[src/rtl/ata_tf_pkg.sv]
// Package: shared widths, register addresses, command codes and constants
// for the ATA task-file controller. Assumes an 8-bit task file.
package ata_tf_pkg;
    localparam int DW = 8;
    localparam int AW = 3;

    typedef enum logic [1:0] {
        PH_IDLE = 2'd0,
        PH_CMD  = 2'd1,
        PH_BUSY = 2'd2
    } phase_t;

    // register addresses
    localparam logic [AW-1:0] A_ERRFEAT = 3'd0;
    localparam logic [AW-1:0] A_COUNT   = 3'd1;
    localparam logic [AW-1:0] A_BCLO    = 3'd2;
    localparam logic [AW-1:0] A_BCHI    = 3'd3;
    localparam logic [AW-1:0] A_DEVICE  = 3'd4;
    localparam logic [AW-1:0] A_STATCMD = 3'd5;
    localparam logic [AW-1:0] A_ALTCTL  = 3'd6;

    // command codes
    localparam logic [DW-1:0] C_NOP    = 8'h00;
    localparam logic [DW-1:0] C_DEVRST = 8'h08;
    localparam logic [DW-1:0] C_PACKET = 8'hA0;
    localparam logic [DW-1:0] C_SETFT  = 8'hEF;

    // status bit positions
    localparam int S_BSY = 7;
    localparam int S_DRQ = 3;
    localparam int CTL_NIEN = 1;

    // fixed values
    localparam logic [DW-1:0] RV_ERR   = 8'h01;
    localparam logic [DW-1:0] RV_CNT   = 8'h01;
    localparam logic [DW-1:0] RV_BCLO  = 8'h14;
    localparam logic [DW-1:0] RV_BCHI  = 8'hEB;
    localparam logic [DW-1:0] ST_ABORT = 8'h51;
    localparam logic [DW-1:0] ER_ABORT = 8'h04;
    localparam logic [DW-1:0] ST_READY = 8'h50;
    localparam logic [DW-1:0] ST_XFER  = 8'h58;
    localparam logic [DW-1:0] CNT_CMDP = 8'h01;
    localparam logic [DW-1:0] CNT_DONE = 8'h03;
endpackage

[src/rtl/ata_tf_regs.sv]
// Task-file register set and command decoder.
// Holds error, count, byte-count, feature, status, device and control, plus
// the transfer phase. Decodes command writes and the packet-engine handshake,
// and reports interrupt raise/clear requests to the interrupt unit.
// Assumes a single write per cycle and a combinational read path.
module ata_tf_regs
    import ata_tf_pkg::*;
(
    input  logic          clk,
    input  logic          rst_n,
    input  logic          wr_en_i,
    input  logic [AW-1:0] wr_addr_i,
    input  logic [DW-1:0] wr_data_i,
    input  logic          rd_en_i,
    input  logic [AW-1:0] rd_addr_i,
    output logic [DW-1:0] rd_data_o,
    input  logic          pkt_taken_i,
    input  logic          pkt_irq_i,
    input  logic          pkt_done_i,
    output logic          pkt_start_o,
    output logic          was_reset_o,
    output logic          raise_o,
    output logic          clear_o,
    output logic          nien_next_o,
    output logic          busy_o
);
    logic [DW-1:0] err_q, cnt_q, bclo_q, bchi_q, feat_q, stat_q, dev_q, ctl_q;
    phase_t        ph_q;
    logic          wasrst_q;
    logic          start_q;

    logic cmd_wr, do_rst, take_ok, done_ok, known;

    // decode command write and handshake qualifiers
    always_comb begin
        cmd_wr  = wr_en_i && (wr_addr_i == A_STATCMD);
        do_rst  = cmd_wr && (wr_data_i == C_DEVRST);
        take_ok = pkt_taken_i && (ph_q == PH_CMD);
        done_ok = pkt_done_i && (ph_q == PH_BUSY);
        known   = (wr_data_i == C_NOP) || (wr_data_i == C_DEVRST) ||
                  (wr_data_i == C_PACKET) || (wr_data_i == C_SETFT);
    end

    // task-file registers, phase and was-reset flag
    always_ff @(posedge clk) begin
        if (!rst_n || do_rst) begin
            err_q    <= RV_ERR;
            cnt_q    <= RV_CNT;
            bclo_q   <= RV_BCLO;
            bchi_q   <= RV_BCHI;
            feat_q   <= '0;
            stat_q   <= '0;
            dev_q    <= '0;
            ph_q     <= PH_IDLE;
            wasrst_q <= 1'b1;
        end else begin
            if (wr_en_i) begin
                case (wr_addr_i)
                    A_ERRFEAT: feat_q <= wr_data_i;
                    A_COUNT:   cnt_q  <= wr_data_i;
                    A_BCLO:    bclo_q <= wr_data_i;
                    A_BCHI:    bchi_q <= wr_data_i;
                    A_DEVICE:  dev_q  <= wr_data_i;
                    default: ;
                endcase
            end
            if (cmd_wr) begin
                case (wr_data_i)
                    C_NOP: begin
                        ph_q   <= PH_IDLE;
                        stat_q <= ST_ABORT;
                        err_q  <= ER_ABORT;
                    end
                    C_PACKET: begin
                        ph_q   <= PH_CMD;
                        stat_q <= ST_XFER;
                        err_q  <= {{(DW-2){1'b0}}, feat_q[1:0]};
                        cnt_q  <= CNT_CMDP;
                    end
                    C_SETFT: begin
                        stat_q <= ST_READY;
                        err_q  <= '0;
                        bclo_q <= '0;
                        bchi_q <= '0;
                    end
                    default: ;
                endcase
            end else if (take_ok) begin
                stat_q[S_BSY] <= 1'b1;
                stat_q[S_DRQ] <= 1'b0;
                ph_q          <= PH_BUSY;
            end else if (done_ok) begin
                stat_q   <= ST_READY;
                cnt_q    <= CNT_DONE;
                ph_q     <= PH_IDLE;
                wasrst_q <= 1'b0;
            end
        end
    end

    // control register survives the reset command
    always_ff @(posedge clk) begin
        if (!rst_n)
            ctl_q <= '0;
        else if (wr_en_i && wr_addr_i == A_ALTCTL)
            ctl_q <= wr_data_i;
    end

    // one-cycle start pulse to the packet engine
    always_ff @(posedge clk) begin
        if (!rst_n)
            start_q <= 1'b0;
        else
            start_q <= cmd_wr && (wr_data_i == C_PACKET);
    end

    // read mux
    always_comb begin
        case (rd_addr_i)
            A_ERRFEAT: rd_data_o = err_q;
            A_COUNT:   rd_data_o = cnt_q;
            A_BCLO:    rd_data_o = bclo_q;
            A_BCHI:    rd_data_o = bchi_q;
            A_DEVICE:  rd_data_o = dev_q;
            A_STATCMD: rd_data_o = stat_q;
            A_ALTCTL:  rd_data_o = stat_q;
            default:   rd_data_o = '0;
        endcase
    end

    // interrupt requests and next-state control bit
    always_comb begin
        raise_o = (cmd_wr && (wr_data_i == C_NOP || wr_data_i == C_SETFT)) ||
                  pkt_irq_i || done_ok;
        clear_o = cmd_wr ||
                  (rd_en_i && rd_addr_i == A_STATCMD && !stat_q[S_BSY]);
        nien_next_o = (wr_en_i && wr_addr_i == A_ALTCTL) ? wr_data_i[CTL_NIEN]
                                                         : ctl_q[CTL_NIEN];
    end

    assign pkt_start_o = start_q;
    assign was_reset_o = wasrst_q;
    assign busy_o      = stat_q[S_BSY];

    AST_NOP_ABORT: assert property (@(posedge clk) disable iff (!rst_n)
        cmd_wr && wr_data_i == C_NOP |=> stat_q == ST_ABORT && err_q == ER_ABORT && ph_q == PH_IDLE);
    AST_SETFT_DONE: assert property (@(posedge clk) disable iff (!rst_n)
        cmd_wr && wr_data_i == C_SETFT |=> stat_q == ST_READY && err_q == '0 && bclo_q == '0);
    AST_PKT_ENTRY: assert property (@(posedge clk) disable iff (!rst_n)
        cmd_wr && wr_data_i == C_PACKET |=> pkt_start_o && stat_q == ST_XFER && ph_q == PH_CMD);
    AST_PKT_PULSE: assert property (@(posedge clk) disable iff (!rst_n)
        pkt_start_o |=> !pkt_start_o || $past(cmd_wr));
    AST_UNKNOWN_CMD: assert property (@(posedge clk) disable iff (!rst_n)
        cmd_wr && !known |=> $stable(stat_q) && $stable(err_q) && $stable(ph_q));
endmodule

[src/rtl/ata_tf_irq.sv]
// Pending-interrupt flag and masked host interrupt line.
// Raise wins over clear in the same cycle. The output is registered from the
// next-state flag and next-state disable bit, so it tracks both from the
// same clock edge. Assumes the request inputs are single-cycle decodes.
module ata_tf_irq (
    input  logic clk,
    input  logic rst_n,
    input  logic raise_i,
    input  logic clear_i,
    input  logic nien_next_i,
    output logic pend_o,
    output logic irq_o
);
    logic pend_q, pend_d, irq_q;

    // next pending value
    always_comb begin
        if (raise_i)
            pend_d = 1'b1;
        else if (clear_i)
            pend_d = 1'b0;
        else
            pend_d = pend_q;
    end

    // pending flag and gated output line
    always_ff @(posedge clk) begin
        if (!rst_n) begin
            pend_q <= 1'b0;
            irq_q  <= 1'b0;
        end else begin
            pend_q <= pend_d;
            irq_q  <= pend_d && !nien_next_i;
        end
    end

    assign pend_o = pend_q;
    assign irq_o  = irq_q;

    AST_RAISE_SETS: assert property (@(posedge clk) disable iff (!rst_n)
        raise_i |=> pend_q);
    AST_CLEAR_DROPS: assert property (@(posedge clk) disable iff (!rst_n)
        clear_i && !raise_i |=> !pend_q && !irq_o);
    AST_IRQ_NEEDS_PEND: assert property (@(posedge clk) disable iff (!rst_n)
        irq_o |-> pend_q);
endmodule

[src/rtl/ata_taskfile_ctrl.sv]
// Top level of the ATA device task-file controller: joins the register set
// and command decoder with the interrupt unit. Assumes one host access of
// each kind per cycle and a packet engine that follows the start/taken/done
// order.
module ata_taskfile_ctrl
    import ata_tf_pkg::*;
(
    input  logic          clk,
    input  logic          rst_n,
    input  logic          wr_en_i,
    input  logic [AW-1:0] wr_addr_i,
    input  logic [DW-1:0] wr_data_i,
    input  logic          rd_en_i,
    input  logic [AW-1:0] rd_addr_i,
    output logic [DW-1:0] rd_data_o,
    output logic          pkt_start_o,
    input  logic          pkt_taken_i,
    input  logic          pkt_irq_i,
    input  logic          pkt_done_i,
    output logic          was_reset_o,
    output logic          irq_o
);
    logic raise, clear, nien_next, busy, pend;

    ata_tf_regs u_regs (
        .clk(clk), .rst_n(rst_n),
        .wr_en_i(wr_en_i), .wr_addr_i(wr_addr_i), .wr_data_i(wr_data_i),
        .rd_en_i(rd_en_i), .rd_addr_i(rd_addr_i), .rd_data_o(rd_data_o),
        .pkt_taken_i(pkt_taken_i), .pkt_irq_i(pkt_irq_i), .pkt_done_i(pkt_done_i),
        .pkt_start_o(pkt_start_o), .was_reset_o(was_reset_o),
        .raise_o(raise), .clear_o(clear), .nien_next_o(nien_next), .busy_o(busy)
    );

    ata_tf_irq u_irq (
        .clk(clk), .rst_n(rst_n),
        .raise_i(raise), .clear_i(clear), .nien_next_i(nien_next),
        .pend_o(pend), .irq_o(irq_o)
    );

    AST_BSY_HOLDS_PEND: assert property (@(posedge clk) disable iff (!rst_n)
        pend && busy && rd_en_i && rd_addr_i == A_STATCMD && !wr_en_i |=> pend);
endmodule

[config.mk]
export PLATFORM = sky130hd
export DESIGN_NAME = ata_taskfile_ctrl
export DESIGN_NICKNAME = d
export VERILOG_FILES = /design/src/rtl/ata_tf_pkg.sv /design/src/rtl/ata_tf_regs.sv /design/src/rtl/ata_tf_irq.sv /design/src/rtl/ata_taskfile_ctrl.sv
export SDC_FILE = /design/constraint.sdc
export NUM_CORES = 1
export LEC_CHECK = 0
export ABC_AREA = 1
export BUFFER_PORTS_ARGS = -buffer_cell sky130_fd_sc_hd__buf_2
export CORE_ASPECT_RATIO = 1.5
export CORE_MARGIN = 2
export CORE_UTILIZATION = 51
export DETAILED_ROUTE_END_ITERATION = 12
export GPL_TIMING_DRIVEN = 0
export PLACE_DENSITY = 0.8
export SYNTH_ARGS = -nofsm -noshare
export SYNTH_HDL_FRONTEND = slang
export SYNTH_HIERARCHICAL = 1
export SYNTH_SLANG_ARGS = --single-unit
[constraint.sdc]
create_clock -name clk -period 1.51 [get_ports clk]
set_clock_uncertainty 0.2 [all_clocks]
set_input_delay 0.302 -clock clk [delete_from_list [all_inputs] [get_ports clk]]
set_output_delay 0.302 -clock clk [all_outputs]
set_load 0.01 [all_outputs]
==> flow_metrics.tcl, run 1 <==
set metrics [dict create \
    outcome "finished with violations" \
    violations "negative setup slack" \
    final-max-slew-violation-count 0 \
    grt_use_total_pct 28.4 \
    start_util_pct 52.2 \
    io_buffers 31 \
    yosysSeqAreaShare_pct 41.2 \
    clock_sinks 48 \
    critPathArrivalTime_ns 1.19 \
    internal-power_mw 1.92 \
    ctsHoldBuffers 0 \
    placed_cells 423 \
    drive_above_1_share_pct 32.9 \
    use_met1_pct 32.0 \
    p_sw_mw 0.669 \
    grt_remaining_overflow 0 \
    post-place-ws_ns -0.484 \
    hp-class "in -> reg" \
    cts_buffer_depth 2 \
    finalHoldViolCount 0 \
    htreeDepth 2 \
    synthTopCellsByCount "nand2_1 (96), dfxtp_1 (48), inv_1 (43)" \
    clockRootBuffer "clkbuf_8" \
    p_comb_share_pct 15.5 \
    fp.dieW_um 59.2 \
    synth_area_um2 2330 \
    finalCritPeriodShare_pct 112 \
    p_per_area_nw_per_um2 818 \
    num_io_pins 32 \
    avgSynthCellArea_um2 6.78 \
    use_met2_pct 46.4 \
    r2r_end "u_regs/cnt_q[4]" \
    crit_type "in -> out" \
    grt_pass1_wl_um 10900 \
    slew_headroom_pct 64.3 \
    path_clk_slew_ns 0.08 \
    die_area_um2 5140 \
    worstPathMaxFanout 7 \
    required_ns 1.01 \
    yosys.area.top_type "dfxtp_1" \
    synth_edf_count 0 \
    rsz0062_at_grt "true" \
    syn-num-nets 365 \
    reg2reg_slack_ns 0.11 \
    vias 2697 \
    fmax_ghz 0.592 \
    diodes 0 \
    synth_warnings 6 \
    rr_worst_depth 7 \
    synthFlopType "dfxtp_1" \
    fin_ws_ns -0.179 \
    netlist-cell-type-count 27 \
    setup-violations-final 11 \
    drt_iter0_drc 208 \
    die_h_um 86.8 \
    synth_top_cell_area_share_pct 41.2 \
    syn_to_final_growth_pct 35.9 \
    layout_min_cycle_time_ns 1.69 \
    cts_tree "yes" \
    p_clk_share_pct 34.0 \
    cp_common_cell "nand2_1" \
    synthArstFlopShare_pct 0 \
    slowest_stage "buf_2" \
    grt_max_degree 14 \
    cts_buffers 5 \
    grt_use_met3_pct 5.37 \
    via_per_inst 6.01 \
    synth_most_common_cell "nand2_1" \
    whs_ns 0.0273 \
    finalWeightedCongestion 0.940 \
    ir_drop_uv 527 \
    std_cell_rows 30 \
    regToRegStartpoint "u_regs/ph_q[1]" \
    power_mw 2.59 \
    drc_errors 0 \
    antenna_found_initial 0 \
    finalNonFillerCells 449 \
    drt_pass1_iterations 7 \
    leakagePower_nw 1.44 \
    final_nets 423 \
    synth_area_leaders "dfxtp_1 (41%), nand2_1 (15%), nand3_1 (8.6%), inv_1 (6.9%), a21oi_1 (5.8%)" \
    ant_nets 0 \
    tightest_slew_ns 0.536 \
    syn_inst 344 \
    cap_viol_max_count 0 \
    core-area_um2 4470 \
    seq_power_share_pct 50.4 \
    clk_latency_ns 0.29 \
    crit_end "rd_data_o[0]" \
    grt_busiest_layer "met2" \
    routed_wl_um 7850 \
    crit_path_max_incr_delay_ns 0.17 \
    cp_cell_sequence "buf_12 -> inv_8 -> nand3_4 -> clkinv_4 -> nand2_1 -> nand2_1 -> a21oi_2 -> o2111ai_2 -> buf_2" \
    endpoint_kind "primary output" \
    yosys_register_bits 48 \
    wl_per_cell_um 17.5 \
    dpl.hpwl_um 4900 \
    grt_pass1_vias 2413 \
    critPathLaunchType "input pin" \
    startpoint "rd_addr_i[2]" \
    switching_share_pct 25.8 \
]
-- per-stage QoR --
step / TNS, ns / instance area, um2 / utilization (%)
4_1_cts: -0.621 / 2920 / 65.3
5_1_grt: -1.31 / 3170 / 71.0
3_5_place_dp: -18.76 / 2550 / 57.0
3_3_place_gp: -17.37 / 2550 / 57.0
6_report: -0.981 / 3170 / 71.0
2_1_floorplan: 0 / 2330 / -
-- layout make-up --
cell class | count | area [um2]
repair buffers | 53 | 413
plain buffers | 5 | 32.5
fillers | 324 | 1300
clock buffers | 5 | 68.8
multi-input cells | 244 | 1390
flip-flops and latches | 48 | 971
clock inverters | 1 | 30.0
inverters | 45 | 204
well taps | 48 | 60.1
-- registers in the layout (all words and copies together), names as in the netlist --
register and count:
u_regs/dev_q 8, u_regs/feat_q 2, u_regs/cnt_q 8, u_regs/pkt_start_o 1, u_regs/was_reset_o 1, u_irq/pend_o 1, u_regs/err_q 3, u_regs/ph_q 2
u_regs/bchi_q 8, u_irq/irq_o 1, u_regs/stat_q 4, u_regs/ctl_q 1, u_regs/bclo_q 8
-- layout by cell type (no fill, tap or decap), drive strengths merged, types with 2 or more instances in the layout --
cell / netlist / layout
nand2: 99 / 99
buf: 2 / 54
dfxtp: 48 / 48
inv: 45 / 43
nand3: 40 / 40
nor2: 32 / 32
a21oi: 27 / 27
o21ai: 14 / 14
clkbuf: 5 / 9
a22oi: 7 / 7
nand4: 7 / 7
o211ai: 6 / 6
nor3: 4 / 4
clkinv: 0 / 2
o2111ai: 2 / 2
mux2i: 2 / 2
-- layer usage --
layer	wire [um]	vias to the layer above
met5	0	-
met4	616	0
met3	568	63
met2	3900	179
met1	2760	1215
li1	-	1240
-- power by group through the flow --
stage          Combinational [mW]  Sequential (mW)  Clock, mW
3_5_place_dp                0.273             1.33          0
3_3_place_gp                0.269             1.33          0
2_1_floorplan               0.160             1.33          0
4_1_cts                     0.336             1.31      0.894
6_report                    0.402             1.31      0.882
5_1_grt                     0.427             1.31      0.939
-- worst min-delay path by stage --
| stage | from | to | cells after the start |
|---|---|---|---|
| 3_3_place_gp | u_regs/was_reset_o | u_regs/was_reset_o | 2 |
| 4_1_cts | rst_n | u_irq/pend_o | 3 |
| 5_1_grt | rst_n | u_irq/pend_o | 3 |
| 6_report | rst_n | u_irq/pend_o | 3 |
| 3_5_place_dp | u_regs/was_reset_o | u_regs/was_reset_o | 2 |
| 2_1_floorplan | rst_n | u_irq/pend_o | 2 |
-- logic make-up after synthesis --
| kind of cell | after synthesis | share of synthesized area (%) |
|---|---|---|
| buffers and inverters | 52 | 8.69 |
| AO/OA/AOI/OAI | 58 | 15.0 |
| flip-flops | 48 | 41.2 |
| multiplexers | 2 | 0.858 |
| AND/OR/NAND/NOR | 184 | 34.3 |
-- critical path: cells and delay by family --
kind | cells | cell delay [ns]
buffers and inverters | 4 | 0.41
AND/OR/NAND/NOR | 3 | 0.22
AO/OA/AOI/OAI | 2 | 0.25
-- what timing repair did --
| item | 4_1_cts | 5_1_grt |
|---|---|---|
| resized for setup | 61 | 51 |
| setup buffers | 10 | 12 |
| gates cloned | 0 | 0 |
| pin swaps | 21 | 17 |
| endpoints found under the hold margin | 0 | 0 |
| setup endpoints to repair | 39 | 50 |
Power figures use the tool's default switching activity.
==> run 2: changes to the inputs <==
--- a/config.mk
+++ b/config.mk
@@ -12,2 +12,3 @@
 export CORE_UTILIZATION = 51
+export CTS_CLUSTER_SIZE = 8
 export DETAILED_ROUTE_END_ITERATION = 12
==> constraint.sdc (replaced) <==
create_clock -name clk -period 1.51 [get_ports clk]
set_clock_uncertainty 0.2 [all_clocks]
set_input_delay 0.151 -clock clk [delete_from_list [all_inputs] [get_ports clk]]
set_output_delay 0.151 -clock clk [all_outputs]
set_load 0.01 [all_outputs]
==> run 2 against run 1 <==
The run still ends with negative setup slack left. Clock-buffer cell count unchanged. Sequential cell count is the same. Die area did not move. Non-clock buffer count shrank 7. Cell count down 1.6%. Register-to-register slack gained 0.04 ns. Routed wire length fell by 15%. Fmax is 9.8% higher. Highest routed layer unchanged. Global-route usage is 0.48 points lower. Utilization down 8.0 points.
==> flow_metrics.tcl, run 2 (synthesis results as in run 1) <==
set metrics [dict create \
    layout_min_cycle_time_ns 1.54 \
    slowest_stage "dfxtp_1" \
    die_h_um 86.8 \
    dpl.hpwl_um 4900 \
    grt_use_total_pct 27.9 \
    tightest_slew_ns 0.481 \
    finalCritPeriodShare_pct 102 \
    violations "negative setup slack" \
    r2r_end "u_regs/stat_q[4]" \
    finalWeightedCongestion 0.940 \
    drt_pass1_iterations 7 \
    required_ns 1.16 \
    grt_remaining_overflow 0 \
    path_buf_inv 1 \
    grt_max_degree 14 \
    drt_iter0_drc 173 \
    fp.dieW_um 59.2 \
    switching_share_pct 24.9 \
    critPathLaunchType "flop" \
    die_area_um2 5140 \
    placed_area_um2 2550 \
    final_nets 416 \
    p_per_area_nw_per_um2 889 \
    hold_start "wr_data_i[3]" \
    outcome "finished with violations" \
    antenna_found_initial 0 \
    ir_drop_uv 515 \
    placed_cells 423 \
    clockRootBuffer "clkbuf_8" \
    fin_ws_ns -0.0276 \
    std_cell_rows 30 \
    cp.depth 5 \
    cts_buffer_depth 2 \
    core-area_um2 4470 \
    cp_cell_sequence "nand2_1 -> o21ai_0 -> a21oi_1 -> nand3_1 -> buf_2" \
    crit_path_max_incr_delay_ns 0.32 \
    post-place-ws_ns -0.333 \
    clock_sinks 48 \
    via_per_inst 5.67 \
    final-max-slew-violation-count 0 \
    finalHoldViolCount 0 \
    layout_commonest_cell "nand2_1" \
    seq_power_share_pct 52.1 \
    grt_pass1_wl_um 10700 \
    drc_errors 0 \
    use_met1_pct 32.6 \
    rr_worst_depth 8 \
    worstPathMaxFanout 2 \
    fmax_ghz 0.650 \
    num_io_pins 32 \
    reg2reg_slack_ns 0.15 \
    htreeDepth 2 \
    diodes 0 \
    syn_to_final_growth_pct 20.6 \
    vias 2505 \
    fin_area_um2 2810 \
    rsz0062_at_grt "true" \
    path_clk_slew_ns 0.09 \
    drive_above_1_share_pct 16.5 \
    ant_nets 0 \
    path_delay_family "flip-flops" \
    fill_cells 402 \
    crit_type "reg -> out" \
    grt_use_met3_pct 4.03 \
    use_met2_pct 45.5 \
    setup-violations-final 2 \
    whs_endpoint "u_regs/cnt_q[3]" \
    regToRegStartpoint "u_regs/ph_q[1]" \
    p_comb_share_pct 12.5 \
    routed_wl_um 6690 \
    power_mw 2.50 \
    mostFrequentLayoutCells "nand2_1 (95), dfxtp_1 (47), inv_1 (37), nand3_1 (36), buf_2 (32)" \
    internal-power_mw 1.88 \
    p_sw_mw 0.622 \
    clk_latency_ns 0.29 \
    p_clk_share_pct 35.3 \
    grt_pass1_vias 2366 \
    finalNonFillerCells 442 \
    grt_busiest_layer "met2" \
    wl_per_cell_um 15.1 \
    endpoint_kind "primary output" \
    cts_tree "yes" \
    slew_headroom_pct 67.9 \
    cap_viol_max_count 0 \
    io_buffers 31 \
    hp-class "in -> reg" \
    whs_path_depth 3 \
    critPathArrivalTime_ns 1.19 \
    fin_util_pct 63.0 \
    cts_buffers 5 \
    start_util_pct 52.2 \
    leakagePower_nw 1.29 \
]
-- run 2: tightest hold or removal path: stages --
cell and delay (ns):
buf_2 0.16, nand3_1 0.10, a21oi_1 0.06
-- run 2: cell type report --
type / count / area, um2 / area share, %
Clock inverter: 1 / 30.0 / 1.07
Clock buffer: 5 / 68.8 / 2.45
Timing Repair Buffer: 44 / 283 / 10.1
Buffer: 7 / 31.3 / 1.11
Sequential cell: 48 / 962 / 34.2
Multi-Input combinational cell: 244 / 1200 / 42.8
Inverter: 45 / 174 / 6.18
Tap cell: 48 / 60.1 / 2.14
-- run 2: worst max-delay path by stage --
stage | start | endpoint | slack (ns)
2_1_floorplan | wr_addr_i[0] | u_regs/bchi_q[2] | 0.20
3_3_place_gp | wr_addr_i[0] | u_regs/bclo_q[0] | -0.24
3_5_place_dp | wr_addr_i[0] | u_regs/bclo_q[1] | -0.33
4_1_cts | u_regs/dev_q[2] | rd_data_o[2] | -0.02
5_1_grt | rd_addr_i[0] | rd_data_o[2] | -0.08
6_report | u_regs/dev_q[2] | rd_data_o[2] | -0.03
-- run 2: power groups by stage --
stage / clock network (mW) / registers [mW] / logic [mW]
global placement: 0 / 1.33 / 0.269
floorplan: 0 / 1.33 / 0.160
finish: 0.883 / 1.30 / 0.313
global route: 0.937 / 1.31 / 0.346
CTS: 0.894 / 1.30 / 0.303
detailed placement: 0 / 1.33 / 0.273
-- run 2: timing repair --
item,CTS,global route
setup buffers,0,1
endpoints found under the hold margin,16,0
hold buffers,12,0
pin swaps,0,2
setup endpoints to repair,9,35
gates resized for setup,7,10
cloned,0,0
-- run 2: routing by layer --
metal | vias to the layer above | share of wire (%)
met1 | 1108 | 39
met2 | 129 | 49
met4 | 0 | 7.2
met3 | 41 | 5.5
met5 | - | 0
li1 | 1227 | -
-- run 2: through the flow --
step	hold slack, ns	setup TNS (ns)
floorplan	0.0613	0
global placement	0.184	-7.89
detailed placement	0.181	-9.25
CTS	0.00190	-0.0249
global route	0.0256	-0.178
finish	0.0177	-0.0464
